--- src/rtl/rm_pkg.sv ---
package rm_pkg;
  typedef enum logic [1:0] {
    RM_OFF     = 2'b00,
    RM_INDEP   = 2'b01,
    RM_ALIGNED = 2'b10
  } rm_mode_e;

  // sync_src: 00 tied low, 01 tied high, 1x from a sync output
  function automatic logic src_is_driven(input logic [1:0] src);
    return src[1];
  endfunction

  function automatic rm_mode_e pick_mode(input logic lock, input logic [1:0] src);
    if (lock)                   return RM_OFF;
    else if (src_is_driven(src)) return RM_ALIGNED;
    else if (src[0])            return RM_INDEP;
    else                        return RM_OFF;
  endfunction
endpackage

--- src/rtl/rm_mode_decode.sv ---
module rm_mode_decode
  import rm_pkg::*;
(
  input  logic       lock_i,
  input  logic [1:0] sync_src_i,
  output rm_mode_e   mode_o,
  output logic       align_en_o
);
  always_comb begin
    mode_o     = pick_mode(lock_i, sync_src_i);
    align_en_o = src_is_driven(sync_src_i);
  end

  always_comb begin
    if (mode_o == RM_ALIGNED)
      AST_ALIGNED_HAS_ALIGN: assert (align_en_o);
  end
endmodule

--- src/rtl/rm_lane_ctrl.sv ---
module rm_lane_ctrl #(
  parameter int FW      = 4,
  parameter int HI_MARK = 6,
  parameter int LO_MARK = 2
) (
  input  logic [FW-1:0] fill_i,
  output logic          over_o,
  output logic          under_o
);
  localparam logic [FW-1:0] HI_L = FW'(HI_MARK);
  localparam logic [FW-1:0] LO_L = FW'(LO_MARK);

  always_comb begin
    over_o  = fill_i > HI_L;
    under_o = fill_i < LO_L;
  end

  always_comb begin
    AST_NOT_BOTH_MARKS: assert (!(over_o && under_o));
  end
endmodule

--- src/rtl/rm_group_arb.sv ---
module rm_group_arb #(
  parameter int NUM_LANES = 4,
  parameter int FW        = 4,
  parameter int HI_MARK   = 6,
  parameter int LO_MARK   = 2
) (
  input  logic [NUM_LANES*FW-1:0] fill_i,
  output logic                    grp_skip_o,
  output logic                    grp_rept_o
);
  localparam logic [FW-1:0] HI_L = FW'(HI_MARK);
  localparam logic [FW-1:0] LO_L = FW'(LO_MARK);

  logic [FW-1:0] max_fill, min_fill, excess, shortfall;

  always_comb begin
    max_fill = fill_i[FW-1:0];
    min_fill = fill_i[FW-1:0];
    for (int i = 1; i < NUM_LANES; i++) begin
      if (fill_i[i*FW +: FW] > max_fill) max_fill = fill_i[i*FW +: FW];
      if (fill_i[i*FW +: FW] < min_fill) min_fill = fill_i[i*FW +: FW];
    end
    excess     = (max_fill > HI_L) ? max_fill - HI_L : '0;
    shortfall  = (min_fill < LO_L) ? LO_L - min_fill : '0;
    grp_skip_o = (excess != '0) && (excess >= shortfall);
    grp_rept_o = (shortfall != '0) && (shortfall > excess);
  end

  always_comb begin
    AST_GROUP_ONE_CMD: assert (!(grp_skip_o && grp_rept_o));
  end
endmodule

--- src/rtl/rm_sat_cnt.sv ---
module rm_sat_cnt #(
  parameter int W = 8
) (
  input  logic         clk,
  input  logic         rst_n,
  input  logic         inc_i,
  output logic [W-1:0] cnt_o
);
  localparam logic [W-1:0] TOP = {W{1'b1}};

  always_ff @(posedge clk or negedge rst_n) begin
    if (!rst_n)                     cnt_o <= '0;
    else if (inc_i && cnt_o != TOP) cnt_o <= cnt_o + 1'b1;
  end

  AST_CNT_HOLDS_TOP: assert property (@(posedge clk) disable iff (!rst_n)
    cnt_o == TOP |=> cnt_o == TOP);
  AST_CNT_STEP: assert property (@(posedge clk) disable iff (!rst_n)
    (inc_i && cnt_o != TOP) |=> cnt_o == $past(cnt_o) + 1'b1);
  AST_CNT_IDLE: assert property (@(posedge clk) disable iff (!rst_n)
    !inc_i |=> $stable(cnt_o));
endmodule

--- src/rtl/idle_rate_match.sv ---
module idle_rate_match
  import rm_pkg::*;
#(
  parameter int NUM_LANES = 4,
  parameter int DEPTH     = 8,
  parameter int HI_MARK   = 6,
  parameter int LO_MARK   = 2,
  parameter int CNT_W     = 8,
  localparam int FW       = $clog2(DEPTH + 1)
) (
  input  logic                       clk,
  input  logic                       rst_n,
  input  logic                       lock_i,
  input  logic [1:0]                 sync_src_i,
  input  logic                       rd_en_i,
  input  logic [NUM_LANES-1:0]       idle_i,
  input  logic [NUM_LANES*FW-1:0]    fill_i,
  output logic [1:0]                 mode_o,
  output logic                       align_en_o,
  output logic [NUM_LANES-1:0]       skip_o,
  output logic [NUM_LANES-1:0]       rept_o,
  output logic [NUM_LANES*CNT_W-1:0] skip_cnt_o,
  output logic [NUM_LANES*CNT_W-1:0] rept_cnt_o
);
  rm_mode_e             mode;
  logic [NUM_LANES-1:0] over, under;
  logic                 grp_skip, grp_rept, all_idle;

  rm_mode_decode u_mode (
    .lock_i     (lock_i),
    .sync_src_i (sync_src_i),
    .mode_o     (mode),
    .align_en_o (align_en_o)
  );

  rm_group_arb #(
    .NUM_LANES (NUM_LANES), .FW (FW), .HI_MARK (HI_MARK), .LO_MARK (LO_MARK)
  ) u_grp (
    .fill_i     (fill_i),
    .grp_skip_o (grp_skip),
    .grp_rept_o (grp_rept)
  );

  assign mode_o   = mode;
  assign all_idle = &idle_i;

  for (genvar g = 0; g < NUM_LANES; g++) begin : g_lane
    rm_lane_ctrl #(.FW (FW), .HI_MARK (HI_MARK), .LO_MARK (LO_MARK)) u_lane (
      .fill_i  (fill_i[g*FW +: FW]),
      .over_o  (over[g]),
      .under_o (under[g])
    );

    always_comb begin
      skip_o[g] = 1'b0;
      rept_o[g] = 1'b0;
      if (rd_en_i) begin
        unique case (mode)
          RM_INDEP: begin
            skip_o[g] = idle_i[g] && over[g];
            rept_o[g] = idle_i[g] && under[g];
          end
          RM_ALIGNED: begin
            skip_o[g] = all_idle && grp_skip;
            rept_o[g] = all_idle && grp_rept;
          end
          default: ;
        endcase
      end
    end

    rm_sat_cnt #(.W (CNT_W)) u_skip_cnt (
      .clk (clk), .rst_n (rst_n), .inc_i (skip_o[g]),
      .cnt_o (skip_cnt_o[g*CNT_W +: CNT_W])
    );
    rm_sat_cnt #(.W (CNT_W)) u_rept_cnt (
      .clk (clk), .rst_n (rst_n), .inc_i (rept_o[g]),
      .cnt_o (rept_cnt_o[g*CNT_W +: CNT_W])
    );
  end

  AST_OFF_QUIET: assert property (@(posedge clk) disable iff (!rst_n)
    (!lock_i && sync_src_i == 2'b00) |-> (skip_o == '0 && rept_o == '0));
  AST_LOCK_QUIET: assert property (@(posedge clk) disable iff (!rst_n)
    lock_i |-> (skip_o == '0 && rept_o == '0));
  AST_ALIGNED_UNISON: assert property (@(posedge clk) disable iff (!rst_n)
    (mode == RM_ALIGNED) |-> ((skip_o == '0 || &skip_o) && (rept_o == '0 || &rept_o)));
  AST_NO_DATA_TOUCH: assert property (@(posedge clk) disable iff (!rst_n)
    ((skip_o | rept_o) & ~idle_i) == '0);
  AST_ONE_CMD: assert property (@(posedge clk) disable iff (!rst_n)
    (skip_o & rept_o) == '0);
  AST_NO_READ_QUIET: assert property (@(posedge clk) disable iff (!rst_n)
    !rd_en_i |-> (skip_o == '0 && rept_o == '0));
endmodule

--- config.mk ---
export PLATFORM = sky130hd
export DESIGN_NAME = idle_rate_match
export DESIGN_NICKNAME = d
export VERILOG_FILES = /design/src/rtl/rm_pkg.sv /design/src/rtl/rm_mode_decode.sv /design/src/rtl/rm_lane_ctrl.sv /design/src/rtl/rm_group_arb.sv /design/src/rtl/rm_sat_cnt.sv /design/src/rtl/idle_rate_match.sv
export SDC_FILE = /design/constraint.sdc
export NUM_CORES = 1
export LEC_CHECK = 0
export ABC_AREA = 1
export BUFFER_PORTS_ARGS = -buffer_cell sky130_fd_sc_hd__buf_2
export CORE_ASPECT_RATIO = 1.4
export CORE_MARGIN = 5
export CORE_UTILIZATION = 30
export CTS_BUF_LIST = sky130_fd_sc_hd__clkbuf_4 sky130_fd_sc_hd__clkbuf_8
export CTS_CLUSTER_DIAMETER = 80
export DETAILED_ROUTE_END_ITERATION = 16
export GPL_TIMING_DRIVEN = 0
export PLACE_DENSITY_LB_ADDON = 0.08
export SYNTH_ARGS = -nofsm -noshare
export SYNTH_HDL_FRONTEND = slang
export SYNTH_SLANG_ARGS = --single-unit
--- constraint.sdc ---
create_clock -name clk -period 6.7 [get_ports clk]
set_input_delay 1.34 -clock clk [delete_from_list [all_inputs] [get_ports clk]]
set_output_delay 1.34 -clock clk [all_outputs]
set_load 0.02 [all_outputs]
Yosys cells after proc, flatten, opt, wreduce, memory -nomap -nowiden --
Cells that the tools add are included.
Cells by class: add/subtract/negate cells 10, order comparisons 18, eq/ne operators 10, multiplexer cells 27, reductions and logical operators 23
Operators by type and width (count):
- $add 8x1->8 const B | 8
- $ne 8x8->1 const B | 8
- $mux 4 | 8
- $gt 4x3->1 const B | 5
- $logic_and 1x1->1 | 20
- $lt 4x2->1 const B | 5
- $gt 4x4->1 | 4
- $pmux 1 s2 | 8
- $lt 4x4->1 | 3
- $mux 1 | 9
- $reduce_bool 4->1 | 2
- $ge 4x4->1 | 1
- $mux 2 | 2
- $reduce_and 4->1 | 1
- $sub 2x4->4 const A | 1
- $sub 4x3->4 const B | 1
- $eq 2x1->1 const B | 1
- $eq 2x2->1 const B | 1
Storage, ports and cells: bits in registers 64, bits of input ports 26, output and inout bits 75, word-level logic and storage cells 96

Depth between registers and ports, before layout --
Gate-level depths: netlist of the first run.
word-level depth 14, gate-level depth with buffers 42, gate-level depth less buffers 42

Modules after synthesis --
Synthesis of the first run repeated with hierarchy kept, for this count alone.
Unflattened totals: cell total of the unflattened synthesis 757, area total of the unflattened synthesis 5336.4 sq um
By module, submodules not included:
- rm_sat_cnt | times used 8, cells each 63, area an instance 483.0 sq um, sequential area each 200.2 sq um
- rm_group_arb | times used 1, cells each 192, area an instance 1178.6 sq um, sequential area each 0.0 sq um
- idle_rate_match | times used 1, cells each 32, area an instance 161.4 sq um, sequential area each 0.0 sq um
- rm_lane_ctrl | times used 4, cells each 6, area an instance 26.3 sq um, sequential area each 0.0 sq um
- rm_mode_decode | times used 1, cells each 5, area an instance 27.5 sq um, sequential area each 0.0 sq um

Worst setup path after synthesis of the first run --
OpenSTA, ideal clock, no wires.
path kind in2out, from input port fill_i[3], to output port rept_o[0], arrival time 5784 ps, data required time 5360 ps, setup slack -424 ps, stages on the path 36, buffers on the path 1, cell sequence inv_1 -> ha_1 -> a21oi_2 -> nand2_4 -> nand2_4 -> nand2_1 -> o21ai_0 -> inv_1 -> ha_1 -> nand2_2 -> nor2_4 -> nand2_1 -> nand2_4 -> nand2_4 -> nand2_1 -> nand2_1 -> ha_1 -> a21oi_1 -> o21ai_0 -> nand2_1 -> inv_1 -> nand2_1 -> nand2_2 -> ha_1 -> nand3b_1 -> o21ai_0 -> ha_1 -> nand2_1 -> inv_1 -> a221oi_1 -> and2_1 -> nand2_2 -> nand2_2 -> nand2_1 -> nor2_1 -> buf_4
On the way: word-level cells in the longest chain between the ends 13, elaborated cells between the ends (all ways) 26, classes of those cells add/sub: 2; order compare: 10; mux: 10; reduce/logical: 4
Ends and longest elaborated chain:
- start, declared | RTL line idle_rate_match.sv:17 | input logic [NUM_LANES*FW-1:0] fill_i,
- $lt 4x4->1 or $gt 4x4->1 (tied branches) | RTL line rm_group_arb.sv:21, rm_group_arb.sv:20
- $mux 4, on equally long branches | RTL line rm_group_arb.sv:21, rm_group_arb.sv:20
- $lt 4x4->1 or $gt 4x4->1 (tied branches) | RTL line rm_group_arb.sv:21, rm_group_arb.sv:20
- $mux 4, on equally long branches | RTL line rm_group_arb.sv:21, rm_group_arb.sv:20
- $lt 4x4->1 or $gt 4x4->1 (tied branches) | RTL line rm_group_arb.sv:21, rm_group_arb.sv:20
- $mux 4, on equally long branches | RTL line rm_group_arb.sv:21, rm_group_arb.sv:20
- $sub 2x4->4, or another cell as far along | RTL line rm_group_arb.sv:24 | shortfall = (min_fill < LO_L) ? LO_L - min_fill : '0;
- $mux 4, on equally long branches | RTL line rm_group_arb.sv:24, rm_group_arb.sv:23
- $gt 4x4->1 or $reduce_bool 4->1 (tied branches) | RTL line rm_group_arb.sv:26 | grp_rept_o = (shortfall != '0) && (shortfall > excess);
- $logic_and 1x1->1 | RTL line rm_group_arb.sv:26
- $logic_and 1x1->1 | RTL line idle_rate_match.sv:65 | rept_o[g] = all_idle && grp_rept;
- $pmux 1 s2 (*) | RTL line idle_rate_match.sv:58 | unique case (mode)
- $mux 1 (*) | RTL line idle_rate_match.sv:57 | if (rd_en_i) begin
- end, declared | RTL line idle_rate_match.sv:21 | output logic [NUM_LANES-1:0] rept_o,
Every way passes the cells marked *; elsewhere a longest branch is shown, timed or not.

Worst setup path in the final report of the first run --
from input port fill_i[1], to output port rept_o[3]
On the way: word-level cells in the longest chain between the ends 13, elaborated cells between the ends (all ways) 24, classes of those cells add/sub: 2; order compare: 9; mux: 10; reduce/logical: 3
Ends and longest elaborated chain (RTL line):
- $lt 4x4->1 or $gt 4x4->1 (tied branches) | rm_group_arb.sv:21, rm_group_arb.sv:20
- $mux 4, on equally long branches | rm_group_arb.sv:21, rm_group_arb.sv:20
- $lt 4x4->1 or $gt 4x4->1 (tied branches) | rm_group_arb.sv:21, rm_group_arb.sv:20
- $mux 4, on equally long branches | rm_group_arb.sv:21, rm_group_arb.sv:20
- $lt 4x4->1 or $gt 4x4->1 (tied branches) | rm_group_arb.sv:21, rm_group_arb.sv:20
- $mux 4, on equally long branches | rm_group_arb.sv:21, rm_group_arb.sv:20
- $sub 2x4->4, or another cell as far along | rm_group_arb.sv:24
- $mux 4, on equally long branches | rm_group_arb.sv:24, rm_group_arb.sv:23
- $gt 4x4->1 or $reduce_bool 4->1 (tied branches) | rm_group_arb.sv:26
- $logic_and 1x1->1 (*) | rm_group_arb.sv:26
- $logic_and 1x1->1 (*) | idle_rate_match.sv:65
- $pmux 1 s2 (*) | idle_rate_match.sv:58
- $mux 1 (*) | idle_rate_match.sv:57
Marked as above.

==> results of run 1 <==
sequential cells by signal, summed over array words and instances, names as in the netlist:
name and flops:
g_lane.u_skip_cnt.cnt_o 32, g_lane.u_rept_cnt.cnt_o 32
Yosys cell counts:
| cell type | instances |
|---|---|
| nor2_4 | 1 |
| and2_1 | 2 |
| nor3_1 | 11 |
| clkinv_1 | 1 |
| o21ai_1 | 2 |
| dfrtp_1 | 64 |
| conb_1 | 1 |
| nand2_2 | 9 |
| o211ai_1 | 1 |
| a21oi_2 | 1 |
| nand3b_1 | 3 |
| nand2_1 | 209 |
| nand3_1 | 55 |
| xor2_1 | 37 |
| a31o_2 | 1 |
| inv_1 | 61 |
| clkbuf_1 | 7 |
| ha_1 | 36 |
| o21bai_1 | 2 |
| inv_2 | 3 |
| a21oi_1 | 7 |
| nand3b_4 | 1 |
| nand4_1 | 69 |
| nand3_4 | 8 |
| o21ai_0 | 9 |
| a221oi_1 | 1 |
| xnor2_1 | 10 |
| o2111ai_1 | 1 |
| nand3_2 | 2 |
| a21boi_0 | 1 |
| buf_4 | 9 |
| nor2_1 | 32 |
| nor2_2 | 2 |
| nand2_4 | 9 |
| buf_1 | 1 |
| or2_2 | 1 |
final timing paths:
check	start	end	slack [ns]	depth (start not counted)
max	fill_i[1]	rept_o[3]	-0.66	40
min	g_lane[0].u_rept_cnt.cnt_o[3]	g_lane[0].u_rept_cnt.cnt_o[3]	0.52	2
max reg2reg	g_lane[0].u_rept_cnt.cnt_o[1]	g_lane[0].u_rept_cnt.cnt_o[7]	4.90	9
min reg2reg	g_lane[0].u_rept_cnt.cnt_o[3]	g_lane[0].u_rept_cnt.cnt_o[3]	0.52	2
max in group asynchronous	rst_n	g_lane[3].u_rept_cnt.cnt_o[3]	5.42	2
min in group asynchronous	rst_n	g_lane[0].u_rept_cnt.cnt_o[7]	0.98	2
critical path, delay by kind of cell:
family                   cells  cell delay (ns)
adder cells (fa/ha/maj)      5             1.05
buffers and inverters        8             0.60
AO/OA/AOI/OAI                5             0.80
AND/OR/NAND/NOR             22             2.22
logic make-up after synthesis:
logic type / Yosys count / synth area share, %
buf+inv: 82 / 6.79
compound gates: 26 / 3.08
xor+xnor: 47 / 8.18
fa+ha+maj: 36 / 8.95
simple gates: 414 / 41.1
flops: 64 / 31.8
other cells: 1 / 0.0745
report_power, final:
| part | total [mW] | leakage (nW) | internal, mW | switching, mW |
|---|---|---|---|---|
| logic | 0.553 | 2.71 | 0.235 | 0.319 |
| clock network | 0.388 | 0.119 | 0.229 | 0.159 |
| registers | 0.417 | 0.890 | 0.399 | 0.0188 |
| total | 1.36 | 3.72 | 0.863 | 0.496 |
per-layer routing:
layer / vias up / track usage (%) / share of wire (%)
met1: 2402 / 18.3 / 43
met2: 111 / 27.8 / 50
li1: 2529 / - / -
met4: 0 / 7.56 / 3.6
met3: 37 / 3.29 / 4.0
met5: - / 0 / 0
repair_timing:
| action | in CTS | in global routing |
|---|---|---|
| pin swaps | 56 | 32 |
| gates resized for setup | 81 | 37 |
| endpoints found under the setup margin | 8 | 8 |
| setup buffers | 31 | 7 |
per-stage QoR:
| stage | total power, mW | hold WS, ns | std cells | cell area (sq um) |
|---|---|---|---|---|
| global route | 1.45 | 0.554 | 1024 | 6990 |
| finish | 1.36 | 0.519 | 1024 | 6990 |
| global placement | 0.801 | 0.507 | 973 | 5980 |
| detailed placement | 0.814 | 0.504 | 974 | 6010 |
| CTS | 1.31 | 0.524 | 1019 | 6770 |
| floorplan | 0.705 | 0.595 | 670 | 5230 |
layout make-up:
| class | instances | area share [%] |
|---|---|---|
| well taps | 203 | 3.63 |
| inverters | 65 | 3.74 |
| repair buffers | 139 | 13.4 |
| clock buffers | 11 | 2.17 |
| multi-input cells | 524 | 52.1 |
| flip-flops and latches | 64 | 22.9 |
| plain buffers | 13 | 0.966 |
| clock inverters | 5 | 1.13 |
==> results.txt, run 1 <==
critical path data arrival time -> 6.02 ns
crit start category -> primary input
Setup WS post-layout -> -0.661 ns
row count -> 56
Routed WL -> 15,400 um
most common cell after layout, fill and taps aside -> nand2_1
post-route setup TNS -> -4.91 ns
PwrDens -> 194 nW/um^2
Overall Global Routing Usage -> 15.8%
crit share post-route -> 110%
share of Yosys cell area claimed by the top area cell type -> 31.8%
Yosys warning count -> 0
synthesized cell area -> 5030 sq um
Worst Tran Pin Value -> 0.997 ns
most used cell, CP -> nand2_2
port bufs -> 100
slowest CP cell -> ha_4
fin nets -> 878
largest net degree at the start of global routing -> 65
share of cells above drive strength 1 -> 33.6%
violated checks -> negative setup slack
Post-Syn Instances -> 670
fillers -> 1,705
drt wl/cell -> 15.1 um
Reg clk slew, reported paths -> 0.08 ns
first-pass GRT wire length -> 25,100 um
DR vias -> 5,079
Cell variety after synth -> 36
Die Ht -> 163 um
syn_nets -> 732
final hold vios -> 0
Clock Skews -> 0.0155 ns
CP max FO -> 7
1st-pass router iterations -> 4
area of the multi-input gates -> 3640 sq um
sequential area share after synthesis -> 31.8%
Iter 0 DRT Violations -> 214
clk_lat worst skew -> 0.35 ns
required time of the critical path -> 5.36 ns
Static Leak -> 3.72 nW
Vias/cell -> 4.96
Setup Crit Path Kind -> in -> out
total CTS buffers -> 9
synthesized flop and latch total -> 64
Final GP Congestion -> 0.847
DPL Wire Length -> 11,100 um
Slew Limit Headroom -> 33.5%
Max-Cap Viols -> 0
initial antenna violation count -> 0
RSZ-0062 raised after global routing -> true
Yosys top cell by area -> dfrtp_1
status -> complete, but fails checks
top cells by area, synth -> dfrtp_1 (32%), nand2_1 (16%), ha_1 (8.9%)
CTS tree -> yes
Die Wd -> 119 um
die area -> 19,500 sq um
DRC -> 0
number of global-route vias before repair -> 5,225
pre-CTS WS -> -1.08 ns
I/O pins -> 101
Max clock buf depth -> 2
Area growth, synth to finish -> 38.9%
final setup violation count -> 8
Crit path largest cell delay -> 0.27 ns
worst hold path class -> reg -> reg
# diodes -> 0
max-slew violations -> 0
most frequent cells in the layout -> nand2_1 (180), buf_2 (85), nand4_1 (69)
fmax -> 136 MHz
Post-CTS Hold Fix Bufs -> 0
Initial Utilization -> 30.3%
final global-route overflow total -> 0
Seq. cell area -> 1600 sq um
maximum VDD drop -> 78.9 uV
core area -> 16,600 sq um
Worst Setup End Kind -> output port
Max H-tree Level -> 3
syn avg cell area -> 7.51 sq um
CTS root buffer -> clkbuf_8
Final Util -> 42.1%
Tmin final -> 7.36 ns
Clock Sinks -> 64
Final ANT Viol Nets -> 0
(Power assumes the default switching activity.)
==> run 2, diff against run 1 <==
CELL_PAD_IN_SITES_DETAIL_PLACEMENT = 2   (was not set)
CELL_PAD_IN_SITES_GLOBAL_PLACEMENT = 2   (was not set)
CORE_UTILIZATION = 29   (was 30)
==> run 2 against run 1 <==
Effect of this change:
- the flow still finishes with violations (negative setup slack)
- register-to-register slack worse by 0.05 ns
- fmax down 2.2%
- utilization down 1.1 points
- largest cell class unchanged
- largest power group unchanged
==> results.txt, run 2 (synthesis results as in run 1) <==
status -> complete, but fails checks (unchanged)
violated checks -> negative setup slack (unchanged)
CTS root buffer -> clkbuf_8 (unchanged)
most common cell after layout, fill and taps aside -> nand2_1 (unchanged)
Post-CTS Hold Fix Bufs -> 0 (unchanged)
Placed Cells -> 1,007 (was 974)
Clock Skews -> 0.00783 ns (was 0.0155 ns)
total power -> 1.42 mW (was 1.36 mW)
Max H-tree Level -> 3 (unchanged)
CP max FO -> 7 (unchanged)
fmax -> 133 MHz (was 136 MHz)
Die Ht -> 166 um (was 163 um)
Worst Tran Pin Value -> 1.01 ns (was 0.997 ns)
Worst setup startpoint -> fill_i[3] (was fill_i[1])
# diodes -> 0 (unchanged)
Tmin final -> 7.53 ns (was 7.36 ns)
I/O pins -> 101 (unchanged)
final setup violation count -> 8 (unchanged)
total CTS buffers -> 9 (unchanged)
CTS tree -> yes (unchanged)
Die Wd -> 121 um (was 119 um)
DR vias -> 5,323 (was 5,079)
1st-pass router iterations -> 4 (unchanged)
Psw -> 0.536 mW (was 0.496 mW)
most frequent cells in the layout -> nand2_1 (177), buf_2 (85), nand4_1 (69) (was nand2_1 (180), buf_2 (85), nand4_1 (69))
largest net degree at the start of global routing -> 56 (was 65)
Overall Global Routing Usage -> 18.7% (was 15.8%)
drt wl/cell -> 17.7 um (was 15.1 um)
Post-Layout Cell Count -> 1,060 (was 1,024)
core area -> 17,200 sq um (was 16,600 sq um)
Slew Limit Headroom -> 32.5% (was 33.5%)
final hold vios -> 0 (unchanged)
Vias/cell -> 5.02 (was 4.96)
Reg clk slew, reported paths -> 0.07 ns (was 0.08 ns)
Worst Setup End Kind -> output port (unchanged)
Max-Cap Viols -> 0 (unchanged)
DRC -> 0 (unchanged)
Routed WL -> 18,800 um (was 15,400 um)
internal cell power -> 0.885 mW (was 0.863 mW)
Max clock buf depth -> 2 (unchanged)
max-slew violations -> 0 (unchanged)
Iter 0 DRT Violations -> 106 (was 214)
Setup Crit Path Kind -> in -> out (unchanged)
Static Leak -> 3.72 nW (about the same)
clock network fraction of design power -> 25.5% (was 28.6%)
critical path data arrival time -> 6.19 ns (was 6.02 ns)
die area -> 20,100 sq um (was 19,500 sq um)
Area growth, synth to finish -> 39.9% (was 38.9%)
most used cell, CP -> nand2_4 (was nand2_2)
worst r2r src -> g_lane[3].u_rept_cnt.cnt_o[0] (was g_lane[0].u_rept_cnt.cnt_o[1])
crit share post-route -> 112% (was 110%)
slowest CP cell -> ha_4 (unchanged)
Reg power frac -> 29.3% (was 30.7%)
fin nets -> 881 (was 878)
number of global-route vias before repair -> 6,019 (was 5,225)
Sw Share -> 37.7% (was 36.5%)
first-pass GRT wire length -> 30,500 um (was 25,100 um)
required time of the critical path -> 5.36 ns (about the same)
row count -> 57 (was 56)
Clock Sinks -> 64 (unchanged)
initial antenna violation count -> 0 (unchanged)
port bufs -> 100 (unchanged)
maximum VDD drop -> 89.4 uV (was 78.9 uV)
worst hold path class -> reg -> reg (unchanged)
Final ANT Viol Nets -> 0 (unchanged)
clk_lat worst skew -> 0.35 ns (about the same)
Comb pwr share -> 45.2% (was 40.7%)
Hold Crit Start -> g_lane[1].u_skip_cnt.cnt_o[4] (was g_lane[0].u_rept_cnt.cnt_o[3])
share of cells above drive strength 1 -> 34.7% (was 33.6%)
PwrDens -> 202 nW/um^2 (was 194 nW/um^2)
largest registers -> g_lane.u_rept_cnt.cnt_o: 32 flops, g_lane.u_skip_cnt.cnt_o: 32 flops (unchanged)
Setup WS post-layout -> -0.828 ns (was -0.661 ns)
crit start category -> primary input (unchanged)
final global-route overflow total -> 0 (unchanged)
Crit path largest cell delay -> 0.28 ns (was 0.27 ns)
post-route setup TNS -> -5.74 ns (was -4.91 ns)
DPL Wire Length -> 14,000 um (was 11,100 um)
Final GP Congestion -> 0.854 (was 0.847)
RSZ-0062 raised after global routing -> true (unchanged)
Initial Utilization -> 29.3% (was 30.3%)
run 2: per-stage QoR:
stage / hold WS [ns] / util [%] / worst slack [ns] / cell area [sq um]
after floorplan: 0.595 / - / -0.187 / 5230
after global placement: 0.505 / 35.1 / -1.08 / 6030
after detailed placement: 0.522 / 35.2 / -1.22 / 6060
after CTS: 0.541 / 39.6 / -0.705 / 6800
after global routing: 0.571 / 41.0 / -1.10 / 7040
final: 0.525 / 41.0 / -0.828 / 7040
run 2: path summary, 6_finish.rpt:
check	endpoint	slack, ns	cells past startpoint
worst max-delay path	rept_o[0]	-0.83	39
worst min-delay path	g_lane[1].u_skip_cnt.cnt_o[4]	0.52	2
worst max register to register	g_lane[3].u_rept_cnt.cnt_o[0]	4.85	7
worst min register to register	g_lane[1].u_skip_cnt.cnt_o[4]	0.52	2
max in group asynchronous	g_lane[2].u_rept_cnt.cnt_o[1]	5.34	2
min in group asynchronous	g_lane[1].u_rept_cnt.cnt_o[5]	0.82	1
run 2: routing by layer:
metal / vias to the layer above / track usage (%) / wire (um)
li1: 2534 / - / -
met1: 2678 / 20.1 / 7270
met2: 90 / 36.5 / 10500
met3: 21 / 3.58 / 633
met4: 0 / 4.97 / 383
met5: - / 0 / 0
run 2: power by group through the flow:
stage | Clock (mW) | Sequential [mW] | Combinational [mW]
after global placement | 0 | 0.423 | 0.386
after floorplan | 0 | 0.435 | 0.270
after detailed placement | 0 | 0.424 | 0.415
after CTS | 0.378 | 0.417 | 0.542
after global routing | 0.399 | 0.419 | 0.701
final | 0.363 | 0.416 | 0.642
run 2: critical path: cells and delay by family:
| family | cells | cell delay (ns) |
|---|---|---|
| AO/OA/AOI/OAI | 5 | 0.79 |
| adder cells (fa/ha/maj) | 5 | 1.22 |
| buffers and inverters | 8 | 0.62 |
| AND/OR/NAND/NOR | 21 | 2.21 |
run 2: final cells by class:
| class | instances | area (sq um) |
|---|---|---|
| clock inverter | 2 | 37.5 |
| multi-input combinational | 524 | 3660 |
| timing repair buffer | 145 | 961 |
| sequential | 64 | 1600 |
| inverter | 65 | 262 |
| tap | 236 | 295 |
| fill | 1974 | 10100 |
| buffer | 10 | 48.8 |
| clock buffer | 14 | 174 |
run 2: timing repair:
action | in CTS | in global routing
gates cloned | 0 | 0
pin swaps | 40 | 39
endpoints found under the setup margin | 8 | 8
resized for setup | 75 | 47
buffers inserted | 31 | 13
